**src/rtl/refval_pkg.sv**
```systemverilog
package refval_pkg;

    localparam int REF_COUNT = 8;
    localparam int TMR_BITS  = 16;

    // Per-channel controls that select the combined fault
    typedef struct packed {
        logic bypass;
        logic override_bit;
        logic monitor_fault;
    } fault_ctl_t;

    typedef enum logic [0:0] {
        TS_ARMED = 1'b0,
        TS_SPENT = 1'b1
    } tmr_state_t;

    // Combined fault: the override either replaces the monitor or forces a fault
    function automatic logic combine_fault(input fault_ctl_t c);
        if (c.bypass)
            return c.override_bit;
        else
            return c.override_bit | c.monitor_fault;
    endfunction

endpackage

```
**src/rtl/refval_strobe.sv**
```systemverilog
module refval_strobe (
    input  logic clk,
    input  logic rst,
    input  logic wr,
    output logic pulse
);
    // Bit is set by a write and clears itself on the following edge
    always_ff @(posedge clk) begin
        if (rst)
            pulse <= 1'b0;
        else
            pulse <= wr & ~pulse;
    end

    p_strobe_selfclear_r8: assert property (@(posedge clk) disable iff (rst)
        pulse |=> !pulse);

    p_strobe_cause_r8: assert property (@(posedge clk) disable iff (rst)
        $rose(pulse) |-> $past(wr));

endmodule

```
**src/rtl/refval_timer.sv**
```systemverilog
module refval_timer
    import refval_pkg::*;
#(
    parameter int CNT_W = TMR_BITS
) (
    input  logic             clk,
    input  logic             rst,
    input  logic             tick,
    input  logic             faulted,
    input  logic [CNT_W-1:0] limit,
    output logic             expire
);
    logic [CNT_W-1:0] cnt;
    tmr_state_t       st;

    always_ff @(posedge clk) begin
        if (rst || faulted) begin
            cnt    <= '0;
            st     <= TS_ARMED;
            expire <= 1'b0;
        end else begin
            expire <= 1'b0;
            if (st == TS_ARMED && tick) begin
                if (cnt >= limit) begin
                    expire <= 1'b1;
                    st     <= TS_SPENT;
                end else begin
                    cnt <= cnt + 1'b1;
                end
            end
        end
    end

    p_fault_halts_r5: assert property (@(posedge clk) disable iff (rst)
        faulted |=> (cnt == '0 && !expire));

    p_expire_once_r7: assert property (@(posedge clk) disable iff (rst)
        expire |=> !expire);

    p_expire_needs_tick_r5: assert property (@(posedge clk) disable iff (rst)
        $rose(expire) |-> $past(tick));

endmodule

```
**src/rtl/refval_latch.sv**
```systemverilog
module refval_latch (
    input  logic clk,
    input  logic rst,
    input  logic faulted,
    input  logic trig,
    output logic valid
);
    // Fault acts as the latch reset; a trigger captures the inverted fault
    always_ff @(posedge clk) begin
        if (rst || faulted)
            valid <= 1'b0;
        else if (trig)
            valid <= ~faulted;
    end

    p_fault_clears_r4: assert property (@(posedge clk) disable iff (rst)
        faulted |=> !valid);

    p_trig_sets_r5: assert property (@(posedge clk) disable iff (rst)
        (trig && !faulted) |=> valid);

    p_valid_holds_r7: assert property (@(posedge clk) disable iff (rst)
        (valid && !faulted) |=> valid);

endmodule

```
**src/rtl/refval_channel.sv**
```systemverilog
module refval_channel
    import refval_pkg::*;
#(
    parameter int CNT_W = TMR_BITS
) (
    input  logic             clk,
    input  logic             rst,
    input  logic             tick,
    input  fault_ctl_t       ctl,
    input  logic             force_wr,
    input  logic [CNT_W-1:0] limit,
    output logic             valid
);
    logic faulted;
    logic expire;
    logic strobe;
    logic trig;

    always_comb faulted = combine_fault(ctl);
    always_comb trig    = expire | strobe;

    refval_strobe u_strobe (
        .clk   (clk),
        .rst   (rst),
        .wr    (force_wr),
        .pulse (strobe)
    );

    refval_timer #(.CNT_W(CNT_W)) u_timer (
        .clk     (clk),
        .rst     (rst),
        .tick    (tick),
        .faulted (faulted),
        .limit   (limit),
        .expire  (expire)
    );

    refval_latch u_latch (
        .clk     (clk),
        .rst     (rst),
        .faulted (faulted),
        .trig    (trig),
        .valid   (valid)
    );

    p_valid_cause_r8: assert property (@(posedge clk) disable iff (rst)
        $rose(valid) |-> $past(expire || strobe));

    p_bypass_blocks_mon_r2: assert property (@(posedge clk) disable iff (rst)
        (ctl.bypass && !ctl.override_bit && valid) |=> valid);

endmodule

```
**src/rtl/ref_validator.sv**
```systemverilog
module ref_validator
    import refval_pkg::*;
#(
    parameter int NUM_REFS = REF_COUNT,
    parameter int CNT_W    = TMR_BITS
) (
    input  logic                           clk,
    input  logic                           rst,
    input  logic                           ms_tick,
    input  logic [NUM_REFS-1:0]            mon_fault,
    input  logic [NUM_REFS-1:0]            mon_bypass,
    input  logic [NUM_REFS-1:0]            mon_override,
    input  logic [NUM_REFS-1:0]            force_wr,
    input  logic [NUM_REFS-1:0][CNT_W-1:0] tmr_limit,
    output logic [NUM_REFS-1:0]            ref_valid
);
    // one fully independent channel per reference
    for (genvar g = 0; g < NUM_REFS; g++) begin : g_ch
        fault_ctl_t ctl;
        always_comb begin
            ctl.bypass        = mon_bypass[g];
            ctl.override_bit  = mon_override[g];
            ctl.monitor_fault = mon_fault[g];
        end

        refval_channel #(.CNT_W(CNT_W)) u_ch (
            .clk      (clk),
            .rst      (rst),
            .tick     (ms_tick),
            .ctl      (ctl),
            .force_wr (force_wr[g]),
            .limit    (tmr_limit[g]),
            .valid    (ref_valid[g])
        );
    end

    p_reset_clear_r10: assert property (@(posedge clk)
        $past(rst) |-> (ref_valid == '0));

endmodule

```
**config.mk**
```make
export PLATFORM = sky130hd
export DESIGN_NAME = ref_validator
export DESIGN_NICKNAME = d
export VERILOG_FILES = /design/src/rtl/refval_pkg.sv /design/src/rtl/refval_strobe.sv /design/src/rtl/refval_timer.sv /design/src/rtl/refval_latch.sv /design/src/rtl/refval_channel.sv /design/src/rtl/ref_validator.sv
export SDC_FILE = /design/constraint.sdc
export NUM_CORES = 1
export LEC_CHECK = 0
export BUFFER_PORTS_ARGS = -buffer_cell sky130_fd_sc_hd__clkbuf_2
export CAP_MARGIN = 20
export CORE_ASPECT_RATIO = 1.4
export CORE_UTILIZATION = 49
export CTS_CLUSTER_DIAMETER = 200
export DETAILED_ROUTE_END_ITERATION = 12
export PLACE_DENSITY = 0.82
export RECOVER_POWER = 25
export SETUP_SLACK_MARGIN = 0.1
export SYNTH_ARGS = -nofsm -noshare
export SYNTH_HDL_FRONTEND = slang
export SYNTH_HIERARCHICAL = 1
export SYNTH_SLANG_ARGS = --single-unit
```
**constraint.sdc**
```tcl
create_clock -name clk -period 2.85 [get_ports clk]
set_input_delay 0.7125 -clock clk [delete_from_list [all_inputs] [get_ports clk]]
set_output_delay 0.7125 -clock clk [all_outputs]
set_load 0.05 [all_outputs]
```
=== Yosys cells after proc, flatten, opt, wreduce, memory -nomap -nowiden ===
Cells that the tools add are included.

* Add/subtract/negate cells: 8
* Order comparisons: 8
* Mux-type cells: 16
* Bitwise gates (word level): 64
* Reductions and logical operators: 40

{| class="wikitable"
|+ Operators with widths
! cell !! number
|-
| $add A16 B1 Y16 const B || 8
|-
| $ge A16 B16 Y1 || 8
|-
| $not A1 Y1 || 40
|-
| $reduce_and A2 Y1 || 16
|-
| $mux W1 || 16
|-
| $or A1 B1 Y1 || 16
|-
| $reduce_or A2 Y1 || 8
|-
| $and A1 B1 Y1 || 8
|-
| $logic_and A1 B1 Y1 || 8
|-
| $logic_or A1 B1 Y1 || 8
|}

* Register bits after elaboration: 160
* Input port bits: 163
* Output and inout bits: 8
* Logic and storage cells: 176

=== Longest topological paths before layout ===
* Depth in word-level cells: 4
* Depth in mapped cells: 9
* Mapped depth without buffers: 8

=== Modules after synthesis ===
The synthesis kept the hierarchy.

{| class="wikitable"
|+ Modules (own cells, without submodules)
! module !! instances !! cells each !! area an instance (µm²) !! sequential area each (µm²)
|-
| refval_timer at g_ch[0].u_ch.u_timer ... || 7 || 152 || 1,236.2 || 360.3
|-
| refval_timer at g_ch[7].u_ch.u_timer || 1 || 167 || 1,372.6 || 360.3
|-
| refval_latch || 8 || 3 || 33.8 || 20.0
|-
| refval_strobe || 8 || 2 || 32.5 || 20.0
|-
| refval_channel || 8 || 3 || 17.5 || 0.0
|}

=== Worst setup path before layout ===
No wires, ideal clock.

* Path type: input -> register
* From: input tmr_limit[15] (netlist name)
* To: register g_ch[0].u_ch.u_timer.cnt[1]
* Library setup time: 128 ps
* Data arrival time: 2,598 ps
* Required time: 2,722 ps
* Slack: 124 ps
* Stages on the path: 9
* Cells stage by stage: inv_1 > ha_1 > nand4_1 > or3_1 > or4_4 > nand4_4 > buf_8 > mux2i_1 > nor2_1

* Cells in the longest elaborated chain, start to end: 3

{| class="wikitable"
|+ RTL lines
! item !! RTL line !! RTL
|-
| start, declared || ref_validator.sv:14 || <nowiki>input logic [NUM_REFS-1:0][CNT_W-1:0] tmr_limit,</nowiki>
|-
| $ge A16 B16 Y1 || refval_timer.sv:24 || <nowiki>if (cnt >= limit) begin</nowiki>
|-
| $not A1 Y1 (no source line) || n/a ||
|-
| $reduce_and A2 Y1 (no source line) || n/a ||
|-
| end signal, assigned || refval_timer.sv:28 || <nowiki>cnt <= cnt + 1'b1;</nowiki>
|-
| end, declared || refval_timer.sv:13 || <nowiki>logic [CNT_W-1:0] cnt;</nowiki>
|}

No other way between the ends.
A chain may end at the register's enable or synchronous reset.

=== Worst setup path in the final report ===
* From: input tmr_limit[29] (netlist name)
* To: register g_ch[1].u_ch.u_timer.cnt[3]

* Cells in the longest elaborated chain, start to end: 3

{| class="wikitable"
|+ RTL lines
! item !! RTL line
|-
| $ge A16 B16 Y1 || refval_timer.sv:24
|-
| $not A1 Y1 (no source line) || n/a
|-
| $reduce_and A2 Y1 (no source line) || n/a
|-
| end signal, assigned || refval_timer.sv:28
|-
| end, declared || refval_timer.sv:13
|}

No other way between the ends.

==> flow_metrics.tcl <==
set metrics [dict create \
    worstSetupPathDepth 10 \
    critPathKind "in2reg" \
    tightest_slew_ps 698 \
    clk_latency_ps 420 \
    core-area_um2 21300 \
    ys_ff_latch 160 \
    port_buffers 170 \
    grt_pass1_wl_um 40700 \
    min_period_over_period_pct 92.2 \
    num_vias 10000 \
    syn_nets 1594 \
    crit_start "tmr_limit[29]" \
    synthDistinctLibCells 55 \
    power.density_nw_per_um2 400 \
    maxClockFrequency_ghz 0.381 \
    worst-path-max-fanout 10 \
    reg2reg_slack_ps 220 \
    diodes 0 \
    drive_gt1_share_pct 19.0 \
    cpMostUsedCell "or3_1" \
    multiInputGateArea_um2 6620 \
    grt_max_degree 24 \
    setup_viol 0 \
    htreeDepth 4 \
    ioPinCount 171 \
    min_path_type "reg2reg" \
    clkTransAtPathRegs_ps 60 \
    slowest_delay_ps 630 \
    holdPathStages 1 \
    critPathTopFamily "simple AND/OR/NAND/NOR gates" \
    antenna_found_initial 2 \
    reg2reg_depth 8 \
    rsz0062_at_grt "no" \
    synth.yosys.warnings 6 \
    crit_path_end_kind "flop" \
    viasPerCell 5.66 \
    grt_overflow 0 \
    worst-path-buf-inv 3 \
    cts-buffers-inserted 17 \
    maxCapViolCount 0 \
    ir_drop_mv 0.379 \
    hold_end "g_ch[5].u_ch/u_strobe/pulse" \
    outcome "finished, final reports clean" \
    relSlewSlack_pct 53.4 \
    grt_use_total_pct 22.0 \
    ys.flop_type "dfxtp_1" \
    cts_buffer_depth 2 \
    worstSetupStartpointType "input port" \
    postLayoutCoreUtil_pct 58.9 \
    cts_tree "done" \
    dp_cells 1738 \
    nFillCells 1954 \
    r2r-start "g_ch[7].u_ch/u_timer/cnt[0]" \
    cts_sinks 160 \
    hold_viol_final 0 \
    cp_slowest_cell "or4_1" \
    die-area_um2 22400 \
    synthArstFlopShare_pct 0 \
    clock_tree.root_cell "clkbuf_16" \
    crit_arrival_ps 2910 \
    finalSetupTns_ps 0 \
    seq_area_frac_synth_pct 29.9 \
    wl_per_cell_um 13.8 \
    first_pass_iters 5 \
    die_h_um 177 \
    seq_area_um2 3200 \
    total_power_w 0.00502 \
    drv_slew 0 \
    instances_no_fill 1770 \
    cp_data_required_time_ps 3140 \
    final.setup_skew_ps 9.69 \
    synth_edf_count 0 \
    postSynthCellCount 1295 \
    crit_chain "clkbuf_1, inv_1, ha_1, nand4_1, or3_1, or4_1, nand4_4, buf_4, or3_1, a21oi_1" \
    first_global_vias 9433 \
    cts_setup_buffers 0 \
    syn_avg_cell_area_um2 8.26 \
    min_from "g_ch[5].u_ch/u_strobe/pulse" \
    drt_iter0_drc 331 \
    layout_min_cycle_time_ps 2630 \
    area_delta_synth_final_pct 17.2 \
    initial_core_util_pct 50.3 \
    ant_nets 0 \
    syn_area_um2 10700 \
    die_w_um 127 \
    row_count 63 \
    leakage_nw 5.45 \
    nNetsFinal 1796 \
    wl_um 24400 \
    globalplace.congestion 0.816 \
    rr_endpoint "g_ch[7].u_ch/u_timer/cnt[4]" \
    drc_errors 0 \
    cts_hold_buf 0 \
    hpwl_um 19300 \
]
worst reg2reg max path, stage by stage (launching register included):
cell	delay [ps]
dfxtp_1	390
inv_1	80
ha_1	270
nand2b_4	140
a2111oi_1	680
o31ai_2	170
buf_12	180
or4_1	510
a21oi_1	150
synthesized netlist by cell type, drive strengths merged (9+ instances only):
cell type | instances | area share (%)
a2111oi | 9 | 0.97
nand3 | 75 | 3.5
nor3 | 19 | 1.3
buf | 25 | 1.9
and4 | 16 | 1.3
o21ai | 95 | 4.4
nand4 | 48 | 4.2
clkbuf | 10 | 0.35
mux2i | 9 | 0.84
and3 | 24 | 1.4
or4 | 31 | 2.4
ha | 136 | 16
o31ai | 25 | 1.8
dfxtp | 160 | 30
nand2 | 72 | 2.5
nor2 | 54 | 1.9
inv | 146 | 5.1
or2 | 17 | 0.99
a21oi | 149 | 7.2
or3 | 96 | 5.6
final cells by class:
type                       count  area share, %
timing repair buffer         218           10.0
clock inverter                11           1.05
inverter                     146           4.37
sequential                   160           25.6
clock buffer                  21           3.59
multi-input combinational    954           52.8
tap                          260           2.60
sequential cells by signal, indices dropped and copies added (netlist names):
register and count:
g_ch.u_ch/u_latch/valid 8, g_ch.u_ch/u_strobe/pulse 8, g_ch.u_ch/u_timer/cnt 128, g_ch.u_ch/u_timer/expire 8, g_ch.u_ch/u_timer/st 8
cells by family after synthesis:
group	after synthesis	synth area share [%]
and+or+nand+nor	492	28.5
xor gates and xnor gates	7	0.573
adders and majority gates	136	15.9
AOI/OAI and AO/OA	310	16.9
muxes	9	0.842
buffers and inverters	181	7.39
DFF	160	29.9
metrics by stage:
| step | hold slack (ps) | setup WS (ps) | cell area [um2] |
|---|---|---|---|
| final | 411 | 222 | 12500 |
| after global routing | 431 | 84.4 | 12500 |
| after floorplan | 400 | 124 | 10700 |
| after detailed placement | 416 | -155 | 12100 |
| after CTS | 425 | 179 | 12600 |
| after global placement | 412 | -68.3 | 12100 |
per-layer routing:
metal	global-route usage (%)	share of wire, %	vias up
met5	0	0.049	-
li1	-	-	5130
met3	3.75	3.5	50
met2	41.3	52	201
met4	10.3	2.9	2
met1	23.9	42	4635
how the worst max path moves through the flow:
stage                             endpoint  slack [ps]
2_1_floorplan  g_ch[0].u_ch/u_timer/cnt[1]         120
3_3_place_gp   g_ch[1].u_ch/u_timer/cnt[5]         -70
3_5_place_dp   g_ch[1].u_ch/u_timer/cnt[5]        -160
4_1_cts        g_ch[1].u_ch/u_timer/cnt[5]         180
5_1_grt        g_ch[2].u_ch/u_timer/cnt[7]          80
6_report       g_ch[1].u_ch/u_timer/cnt[3]         220
timing repair:
item / CTS / global route
resized for setup: 0 / 3
hold endpoints to repair: 0 / 0
setup endpoints to repair: 0 / 12
placed cells by master (no fill, tap or decap), drive strengths merged, types with 3 or more instances in the layout:
cell      instances
clkbuf          196
dfxtp           160
a21oi           149
inv             148
ha              136
or3              96
o21ai            95
nand3            75
nand2            72
nor2             54
nand4            48
buf              43
or4              31
o31ai            25
and3             24
nor3             19
or2              17
and4             16
mux2i             9
a2111oi           9
a21o              8
o21a              8
a31o              8
nand2b            8
nor4              8
nor3b             8
nor2b             7
and2              7
xnor2             7
clkinv            4
clkinvlp          3
where the power goes:
part	leakage [nW]	total, W	switching (W)	internal (W)
combinational	3.88	0.000489	0.000258	0.000232
clock	0.274	0.00227	0.000943	0.00132
sequential	1.29	0.00226	0.0000115	0.00225
Power figures use the tool's default switching activity.
